--- src/rtl/shr_pkg.sv ---
`timescale 1ns/100ps
package shr_pkg;

  localparam int ADDR_W       = 8;
  localparam int DATA_W       = 16;
  localparam int HDR_BITS     = 2 + ADDR_W;
  localparam int TURN_PULSE   = HDR_BITS + 1;
  localparam int RD_FIRST     = TURN_PULSE + 1;
  localparam int RD_LAST      = RD_FIRST + DATA_W - 1;
  localparam int WR_FIRST     = HDR_BITS + 1;
  localparam int WR_LAST      = WR_FIRST + DATA_W - 1;
  localparam int COMMIT_PULSE = WR_LAST + 1;
  localparam int CNT_W        = $clog2(RD_LAST + 2);

  typedef logic [CNT_W-1:0] cnt_t;

  // Counter values seen just before the rising edge of a given pulse
  localparam cnt_t C_RW_AT     = cnt_t'(0);
  localparam cnt_t C_PW_AT     = cnt_t'(1);
  localparam cnt_t C_ADDR_AT0  = cnt_t'(2);
  localparam cnt_t C_ADDR_AT1  = cnt_t'(HDR_BITS - 1);
  localparam cnt_t C_WR_AT0    = cnt_t'(WR_FIRST - 1);
  localparam cnt_t C_WR_AT1    = cnt_t'(WR_LAST - 1);
  localparam cnt_t C_COMMIT_AT = cnt_t'(COMMIT_PULSE - 1);
  localparam cnt_t C_LOAD_AT   = cnt_t'(TURN_PULSE - 1);
  // Counter values held between rising and falling edge of a pulse
  localparam cnt_t C_RD_FIRST  = cnt_t'(RD_FIRST);
  localparam cnt_t C_RD_LAST   = cnt_t'(RD_LAST);
  localparam cnt_t C_CNT_MAX   = '1;

  typedef struct packed {
    logic              rw;
    logic              pw;
    logic [ADDR_W-1:0] addr;
  } hdr_t;

endpackage

--- src/rtl/shr_frame_ctrl.sv ---
`timescale 1ns/100ps
module shr_frame_ctrl
  import shr_pkg::*;
(
  input  logic              clk,
  input  logic              rst_n,
  input  logic              strobe_n,
  input  logic              sdata_i,
  output hdr_t              hdr,
  output cnt_t              cnt,
  output logic [DATA_W-1:0] wr_data,
  output logic              wr_en,
  output logic              rd_load
);

  cnt_t              cnt_q, cnt_d;
  hdr_t              hdr_q, hdr_d;
  logic [DATA_W-1:0] wdat_q, wdat_d;

  always_comb begin
    cnt_d  = cnt_q;
    hdr_d  = hdr_q;
    wdat_d = wdat_q;
    if (strobe_n) begin
      cnt_d = '0;
    end else begin
      if (cnt_q != C_CNT_MAX) cnt_d = cnt_q + cnt_t'(1);
      if (cnt_q == C_RW_AT) hdr_d.rw = sdata_i;
      if (cnt_q == C_PW_AT) hdr_d.pw = sdata_i;
      if (cnt_q >= C_ADDR_AT0 && cnt_q <= C_ADDR_AT1)
        hdr_d.addr = {hdr_q.addr[ADDR_W-2:0], sdata_i};
      if (!hdr_q.rw && cnt_q >= C_WR_AT0 && cnt_q <= C_WR_AT1)
        wdat_d = {wdat_q[DATA_W-2:0], sdata_i};
    end
  end

  always_ff @(posedge clk or negedge rst_n) begin
    if (!rst_n) begin
      cnt_q  <= '0;
      hdr_q  <= '0;
      wdat_q <= '0;
    end else begin
      cnt_q  <= cnt_d;
      hdr_q  <= hdr_d;
      wdat_q <= wdat_d;
    end
  end

  assign wr_en   = !strobe_n && !hdr_q.rw && (cnt_q == C_COMMIT_AT);
  assign rd_load = !strobe_n &&  hdr_q.rw && (cnt_q == C_LOAD_AT);
  assign hdr     = hdr_q;
  assign cnt     = cnt_q;
  assign wr_data = wdat_q;

  // the commit cycle is a single clock per frame
  a_r5_single_commit: assert property (@(posedge clk) disable iff (!rst_n)
    wr_en |=> !wr_en);

endmodule

--- src/rtl/shr_regbank.sv ---
`timescale 1ns/100ps
module shr_regbank
  import shr_pkg::*;
#(
  parameter int                NCH      = 4,
  parameter int                NOFF     = 4,
  parameter logic [DATA_W-1:0] ID_VALUE = 16'h8010,
  parameter logic [ADDR_W-1:0] ID_ADDR  = 8'h83
) (
  input  logic              clk,
  input  logic              rst_n,
  input  logic              wr_en,
  input  logic              pw,
  input  logic [ADDR_W-1:0] addr,
  input  logic [DATA_W-1:0] wr_data,
  output logic [DATA_W-1:0] rd_data
);

  localparam int CH_W  = $clog2(NCH);
  localparam int OFF_W = $clog2(NOFF);
  localparam int MAP_W = CH_W + OFF_W;
  localparam int NREG  = NCH * NOFF;

  logic [NREG*DATA_W-1:0] regs_flat;
  logic [CH_W-1:0]        ch;
  logic [OFF_W-1:0]       off;
  logic                   impl;

  assign ch   = addr[MAP_W-1:OFF_W];
  assign off  = addr[OFF_W-1:0];
  assign impl = (addr[ADDR_W-1:MAP_W] == '0);

  for (genvar c = 0; c < NCH; c++) begin : g_ch
    for (genvar o = 0; o < NOFF; o++) begin : g_off
      logic [DATA_W-1:0] q;
      logic              we;

      assign we = wr_en && impl && (off == OFF_W'(o)) &&
                  (pw || (ch == CH_W'(c)));

      always_ff @(posedge clk or negedge rst_n) begin
        if (!rst_n)  q <= '0;
        else if (we) q <= wr_data;
      end

      assign regs_flat[(c*NOFF+o)*DATA_W +: DATA_W] = q;

      // a broadcast commit reaches this offset in every channel
      a_r6_broadcast: assert property (@(posedge clk) disable iff (!rst_n)
        (wr_en && pw && impl && off == OFF_W'(o)) |=> (q == $past(wr_data)));
    end
  end

  always_comb begin
    rd_data = '0;
    if (addr == ID_ADDR) begin
      rd_data = ID_VALUE;
    end else if (impl) begin
      for (int i = 0; i < NREG; i++)
        if (addr[MAP_W-1:0] == MAP_W'(i)) rd_data = regs_flat[i*DATA_W +: DATA_W];
    end
  end

  // without a commit cycle the register contents stay put
  a_r9_hold_without_commit: assert property (@(posedge clk) disable iff (!rst_n)
    !$past(wr_en) |-> $stable(regs_flat));

endmodule

--- src/rtl/shr_tx.sv ---
`timescale 1ns/100ps
module shr_tx
  import shr_pkg::*;
(
  input  logic              clk,
  input  logic              rst_n,
  input  logic              strobe_n,
  input  logic              rw,
  input  cnt_t              cnt,
  input  logic              rd_load,
  input  logic [DATA_W-1:0] rd_data,
  output logic              sdata_o,
  output logic              sdata_oe
);

  logic [DATA_W-1:0] word_q;
  logic              oe_q, oe_d;
  logic              bit_q, bit_d;

  always_ff @(posedge clk or negedge rst_n) begin
    if (!rst_n)       word_q <= '0;
    else if (rd_load) word_q <= rd_data;
  end

  always_comb begin
    oe_d  = !strobe_n && rw && (cnt >= C_RD_FIRST) && (cnt <= C_RD_LAST);
    bit_d = 1'b0;
    if (oe_d) begin
      for (int i = 0; i < DATA_W; i++)
        if (cnt == cnt_t'(RD_LAST - i)) bit_d = word_q[i];
    end
  end

  always_ff @(negedge clk or negedge rst_n) begin
    if (!rst_n) begin
      oe_q  <= 1'b0;
      bit_q <= 1'b0;
    end else begin
      oe_q  <= oe_d;
      bit_q <= bit_d;
    end
  end

  assign sdata_oe = oe_q && !strobe_n && rst_n;
  assign sdata_o  = bit_q;

  // the pad is driven only inside the read data window
  a_r3_oe_window: assert property (@(posedge clk) disable iff (!rst_n)
    sdata_oe |-> (rw && cnt >= C_RD_FIRST && cnt <= C_RD_LAST));

endmodule

--- src/rtl/shr_host_slave.sv ---
`timescale 1ns/100ps
module shr_host_slave
  import shr_pkg::*;
#(
  parameter int                NCH      = 4,
  parameter int                NOFF     = 4,
  parameter logic [DATA_W-1:0] ID_VALUE = 16'h8010,
  parameter logic [ADDR_W-1:0] ID_ADDR  = 8'h83
) (
  input  logic clk,
  input  logic rst_n,
  input  logic strobe_n,
  input  logic sdata_i,
  output logic sdata_o,
  output logic sdata_oe
);

  logic [1:0]        rsync_q;
  logic              rst_n_s;
  hdr_t              hdr;
  cnt_t              cnt;
  logic [DATA_W-1:0] wr_data;
  logic [DATA_W-1:0] rd_data;
  logic              wr_en;
  logic              rd_load;

  always_ff @(posedge clk or negedge rst_n) begin
    if (!rst_n) rsync_q <= '0;
    else        rsync_q <= {rsync_q[0], 1'b1};
  end
  assign rst_n_s = rsync_q[1];

  shr_frame_ctrl i_frame (
    .clk      (clk),
    .rst_n    (rst_n_s),
    .strobe_n (strobe_n),
    .sdata_i  (sdata_i),
    .hdr      (hdr),
    .cnt      (cnt),
    .wr_data  (wr_data),
    .wr_en    (wr_en),
    .rd_load  (rd_load)
  );

  shr_regbank #(
    .NCH      (NCH),
    .NOFF     (NOFF),
    .ID_VALUE (ID_VALUE),
    .ID_ADDR  (ID_ADDR)
  ) i_regs (
    .clk     (clk),
    .rst_n   (rst_n_s),
    .wr_en   (wr_en),
    .pw      (hdr.pw),
    .addr    (hdr.addr),
    .wr_data (wr_data),
    .rd_data (rd_data)
  );

  shr_tx i_tx (
    .clk      (clk),
    .rst_n    (rst_n_s),
    .strobe_n (strobe_n),
    .rw       (hdr.rw),
    .cnt      (cnt),
    .rd_load  (rd_load),
    .rd_data  (rd_data),
    .sdata_o  (sdata_o),
    .sdata_oe (sdata_oe)
  );

endmodule

--- config.mk ---
export PLATFORM = sky130hd
export DESIGN_NAME = shr_host_slave
export DESIGN_NICKNAME = d
export VERILOG_FILES = /design/src/rtl/shr_pkg.sv /design/src/rtl/shr_frame_ctrl.sv /design/src/rtl/shr_regbank.sv /design/src/rtl/shr_tx.sv /design/src/rtl/shr_host_slave.sv
export SDC_FILE = /design/constraint.sdc
export NUM_CORES = 1
export LEC_CHECK = 0
export BUFFER_PORTS_ARGS = -buffer_cell sky130_fd_sc_hd__buf_2
export CORE_MARGIN = 10
export CORE_UTILIZATION = 52
export CTS_CLUSTER_DIAMETER = 100
export DETAILED_ROUTE_END_ITERATION = 8
export GPL_TIMING_DRIVEN = 0
export PLACE_DENSITY = 0.74
export SYNTH_ARGS = -nofsm -noshare
export SYNTH_HDL_FRONTEND = slang
export SYNTH_SLANG_ARGS = --single-unit
--- constraint.sdc ---
create_clock -name clk -period 20.1 [get_ports clk]
set_input_delay 4.02 -clock clk [delete_from_list [all_inputs] [get_ports clk]]
set_output_delay 4.02 -clock clk [all_outputs]
set_load 0.1 [all_outputs]
==> flow_results.org <==
** Yosys
- Leading cell type by number of instances after synthesis :: dfrtp_1
- Of all flip-flops after synthesis, the portion carrying an async set or reset was 1.00.
- Area of the mapped netlist :: 0.0147 sq mm
- Number of synthesized flops with an enable pin :: 0
- Number of standard cells after synthesis :: 1205
- Dividing the synthesized area by the synthesized cell count gives 12.2 sq um.
- In the synthesized netlist the dominant register cell turns out to be dfrtp_1.
- By area the synthesized netlist is led by dfrtp_1 (52%), mux2_2 (21%), mux2i_1 (2.0%), a21oi_1 (1.9%), clkbuf_1 (1.8%).
- The share of synthesized area in the top cell type comes to 0.519.
- Warning count from the yosys run :: 0
- Sequential area share after synthesis :: 0.522
- Post-synth top cells :: dfrtp_1 (305), mux2_2 (278), clkbuf_1 (70), a21oi_1 (57), nand2_1 (50)
- Yosys mapped the design onto 75 distinct sky130hd cell types.
- Cell taking the most area after synthesis :: dfrtp_1
- Register bit count reported by yosys :: 307
- Net Count, Synth :: 1215

** Clocking
- Counting every sink on the clock net gives 307.
- In this run the deepest clock path goes through 3 buffers.
- Hold repair after CTS inserted 0 buffers.
- Root buf cell :: clkbuf_16
- The later pin in the worst-skew pair is clocked with a latency of 540 ps.
- The H-tree generated during clock tree synthesis spans 2 levels.
- Clock-pin transition on the worst setup and hold timing paths :: 50 ps
- Post-CTS setup buffer count :: 0
- Counting the buffers created by CTS gives 35.
- In this run, post-CTS repair resized a total of 0 instances.
- TritonCTS built the clock tree.

** Route
- Across all layers, the routed design uses 10900 vias.
- For this run, design rule violations remaining after detail routing come to 0.
- Dividing the detail-routed via count by the number of cells gives 6.57.
- Wires add up to 47800 um.
- Count of TritonRoute iterations in the first routing pass :: 5
- In the final routed layout, each cell accounts on average for 28.9 um.
- Once detail routing completed, the nets flagged for antenna violations numbered 0.
- For this block, the initial DRC count from the detailed router was 1581.

** Finish
- Layout cell share with drive strength beyond 1 :: 0.307
- The repair_antennas step left the layout with diodes totalling 0.
- In the final layout, the multi-input gates occupy 0.00655 sq mm.
- Storage element area :: 0.00769 sq mm
- For this run, the post-layout net count is 1261.
- Final cell area excluding filler cells :: 0.0164 sq mm
- Post-layout util :: 0.590
- Layout fillers :: 2286
- Relative to the synthesized area, the layout overhead comes to 11.6%.

** Floorplanning
- Core Area :: 0.0279 sq mm
- I/O pin count :: 6
- Die outline area :: 0.0354 sq mm
- Initial cell density of the core :: 0.528
- Core Rows :: 61
- From left edge to right edge, the die measures 188 um.
- The die is 188 um tall.

** Place
- The placed instances occupy a cell area of 0.0153 sq mm.
- In this run the tool buffered the top-level ports with 5 buffer cells.
- The congestion estimate from routability-driven global placement came to 1.04.
- Estimated wirelength of the detail-placed design :: 32700 um

** Min path
- Worst hold stages :: 0
- The path class of the tightest hold or removal check is register to register.

** STA
- Unrepaired setup endpoints after global routing :: false
- The final-report max-slew violation count is 0.
- Hold Fails Final Rpt :: 0
- For the pin with the worst max-slew slack, the measured transition is 1400 ps.
- Final setup violation count :: 0
- Skew final :: 19.3 ps
- Measured against its own limit, the worst slew margin works out to 0.0623.

** Setup path
- Largest stage delay on the critical path :: 430 ps
- STA classifies the critical path startpoint as a register.
- In this design, the largest share of critical-path delay is due to buffers and inverters.
- Walking the worst path, the cells encountered are nand2_1, nor2_1, buf_2.
- Maximum net fanout on the critical path :: 1
- Bufs and invs on worst path :: 1
- Data arrives at the worst endpoint at 11520 ps.
- Class of the most critical setup path :: register to primary output
- The number of cells on the worst reg-to-reg path is 8.
- Counting buffers and inverters, the worst setup path is 3 cells deep.
- STA puts the critical path data required time at 16080 ps.
- STA classifies the critical path endpoint as a primary output.
- Crit path max-delay cell type :: buf_2

** Global route
- The total overflow left after global routing is 0.
- The first global-routing pass estimated 71400 um of wire.
- Number of antenna violations at the first check in global routing :: 0
- Maximum number of pins on one net before global-route repair :: 69
- The via count of the first global-routing pass is 11000.
- All-layer global routing usage :: 0.267

** Power and ir drop
- The design draws 0.00177 W.
- IR analysis of the VDD net gives a maximum drop of 0.0525 mV.
- Total power divided by cell area :: 108 mW/mm^2
- Leakage power figure :: 7.56 nW

** Run
- Number of violations of the max-capacitance limit :: 0

** Status
- Result of the run :: finished, final reports clean
cells by family (layout without fill, tap and decap cells):
group / after synthesis / in the layout / synth area share
xor gates and xnor gates: 3 / 3 / 0.00179
AOI/OAI and AO/OA: 232 / 232 / 0.106
other: 1 / 1 / 0.000255
and+or+nand+nor: 217 / 217 / 0.0813
muxes: 324 / 324 / 0.251
adders and majority gates: 6 / 6 / 0.00510
DFF: 307 / 307 / 0.522
buffers and inverters: 115 / 186 / 0.0326
path summary, 6_finish.rpt:
path | from | endpoint | slack, ps
min in group asynchronous | rsync_q[1] | i_regs.g_ch[0].g_off[1].q[1] | 450
hold / removal | rsync_q[0] | rsync_q[1] | 350
max in group asynchronous | rsync_q[1] | i_tx.oe_q | 8880
setup / recovery | i_tx.oe_q | sdata_oe | 4560
setup reg to reg | i_frame.cnt[1] | i_tx.sdata_o | 7660
hold reg to reg | rsync_q[0] | rsync_q[1] | 350
area by class of cell:
class | count | share of cell area
flip-flops and latches | 307 | 0.468
clock buffers | 53 | 0.0635
repair buffers | 9 | 0.00823
inverters | 18 | 0.00411
clock inverters | 9 | 0.00343
well taps | 378 | 0.0288
multi-input cells | 783 | 0.399
plain buffers | 97 | 0.0251
routing by layer:
| layer | part of all wire | routed length (um) | vias to the layer above | track usage |
|---|---|---|---|---|
| met2 | 0.45 | 21500 | 644 | 0.412 |
| met4 | 0.045 | 2150 | 0 | 0.113 |
| li1 | - | - | 4505 | - |
| met1 | 0.40 | 19100 | 5569 | 0.351 |
| met5 | 0 | 0 | - | 0 |
| met3 | 0.11 | 5140 | 149 | 0.0659 |
report_power, final:
part           switching, W  internal (W)  total, W  leakage [nW]
Combinational      0.000394      0.000127  0.000520          2.75
Clock              0.000254      0.000359  0.000613         0.550
Sequential        0.0000142      0.000627  0.000642          4.26
cell usage in the layout (no fill, tap or decap), types with 6 or more instances in the layout:
cell	instances
clkinv_2	6
clkbuf_8	10
buf_2	14
a31oi_1	8
o21a_1	8
nor3b_1	8
clkbuf_16	35
a211oi_1	11
mux4_2	7
a22oi_1	11
o22ai_1	12
nor3_1	15
inv_1	17
buf_1	9
a21oi_1	57
o2bb2ai_1	8
a221oi_1	8
buf_4	8
nor2b_1	14
nor2_2	11
nand3b_1	16
mux2_1	10
nor2_1	41
clkbuf_1	78
dfrtp_1	304
o21ai_0	44
a2bb2oi_1	10
mux2_2	278
nand2b_1	24
nand2_1	50
ha_1	6
nor4_1	6
nand4b_1	6
o211ai_1	9
mux2i_1	29
through the flow:
stage | hold slack, ps | setup TNS, ps | std cells | setup WS, ps
floorplan | 331 | 0 | 1205 | 1100
global placement | 335 | -4180 | 1588 | -2090
detailed placement | 339 | 0 | 1592 | 5100
CTS | 352 | 0 | 1654 | 4550
global route | 365 | 0 | 1654 | 4500
finish | 349 | 0 | 1654 | 4560
state kept, by name (all words and copies together) (netlist names):
signal,cells
i_tx.oe_q,1
i_regs.g_ch.g_off.q,256
i_frame.cnt,5
i_tx.sdata_o,1
i_tx.word_q,16
i_frame.hdr,10
i_frame.wr_data,16
rsync_q,2
(Power assumes the default switching activity.)
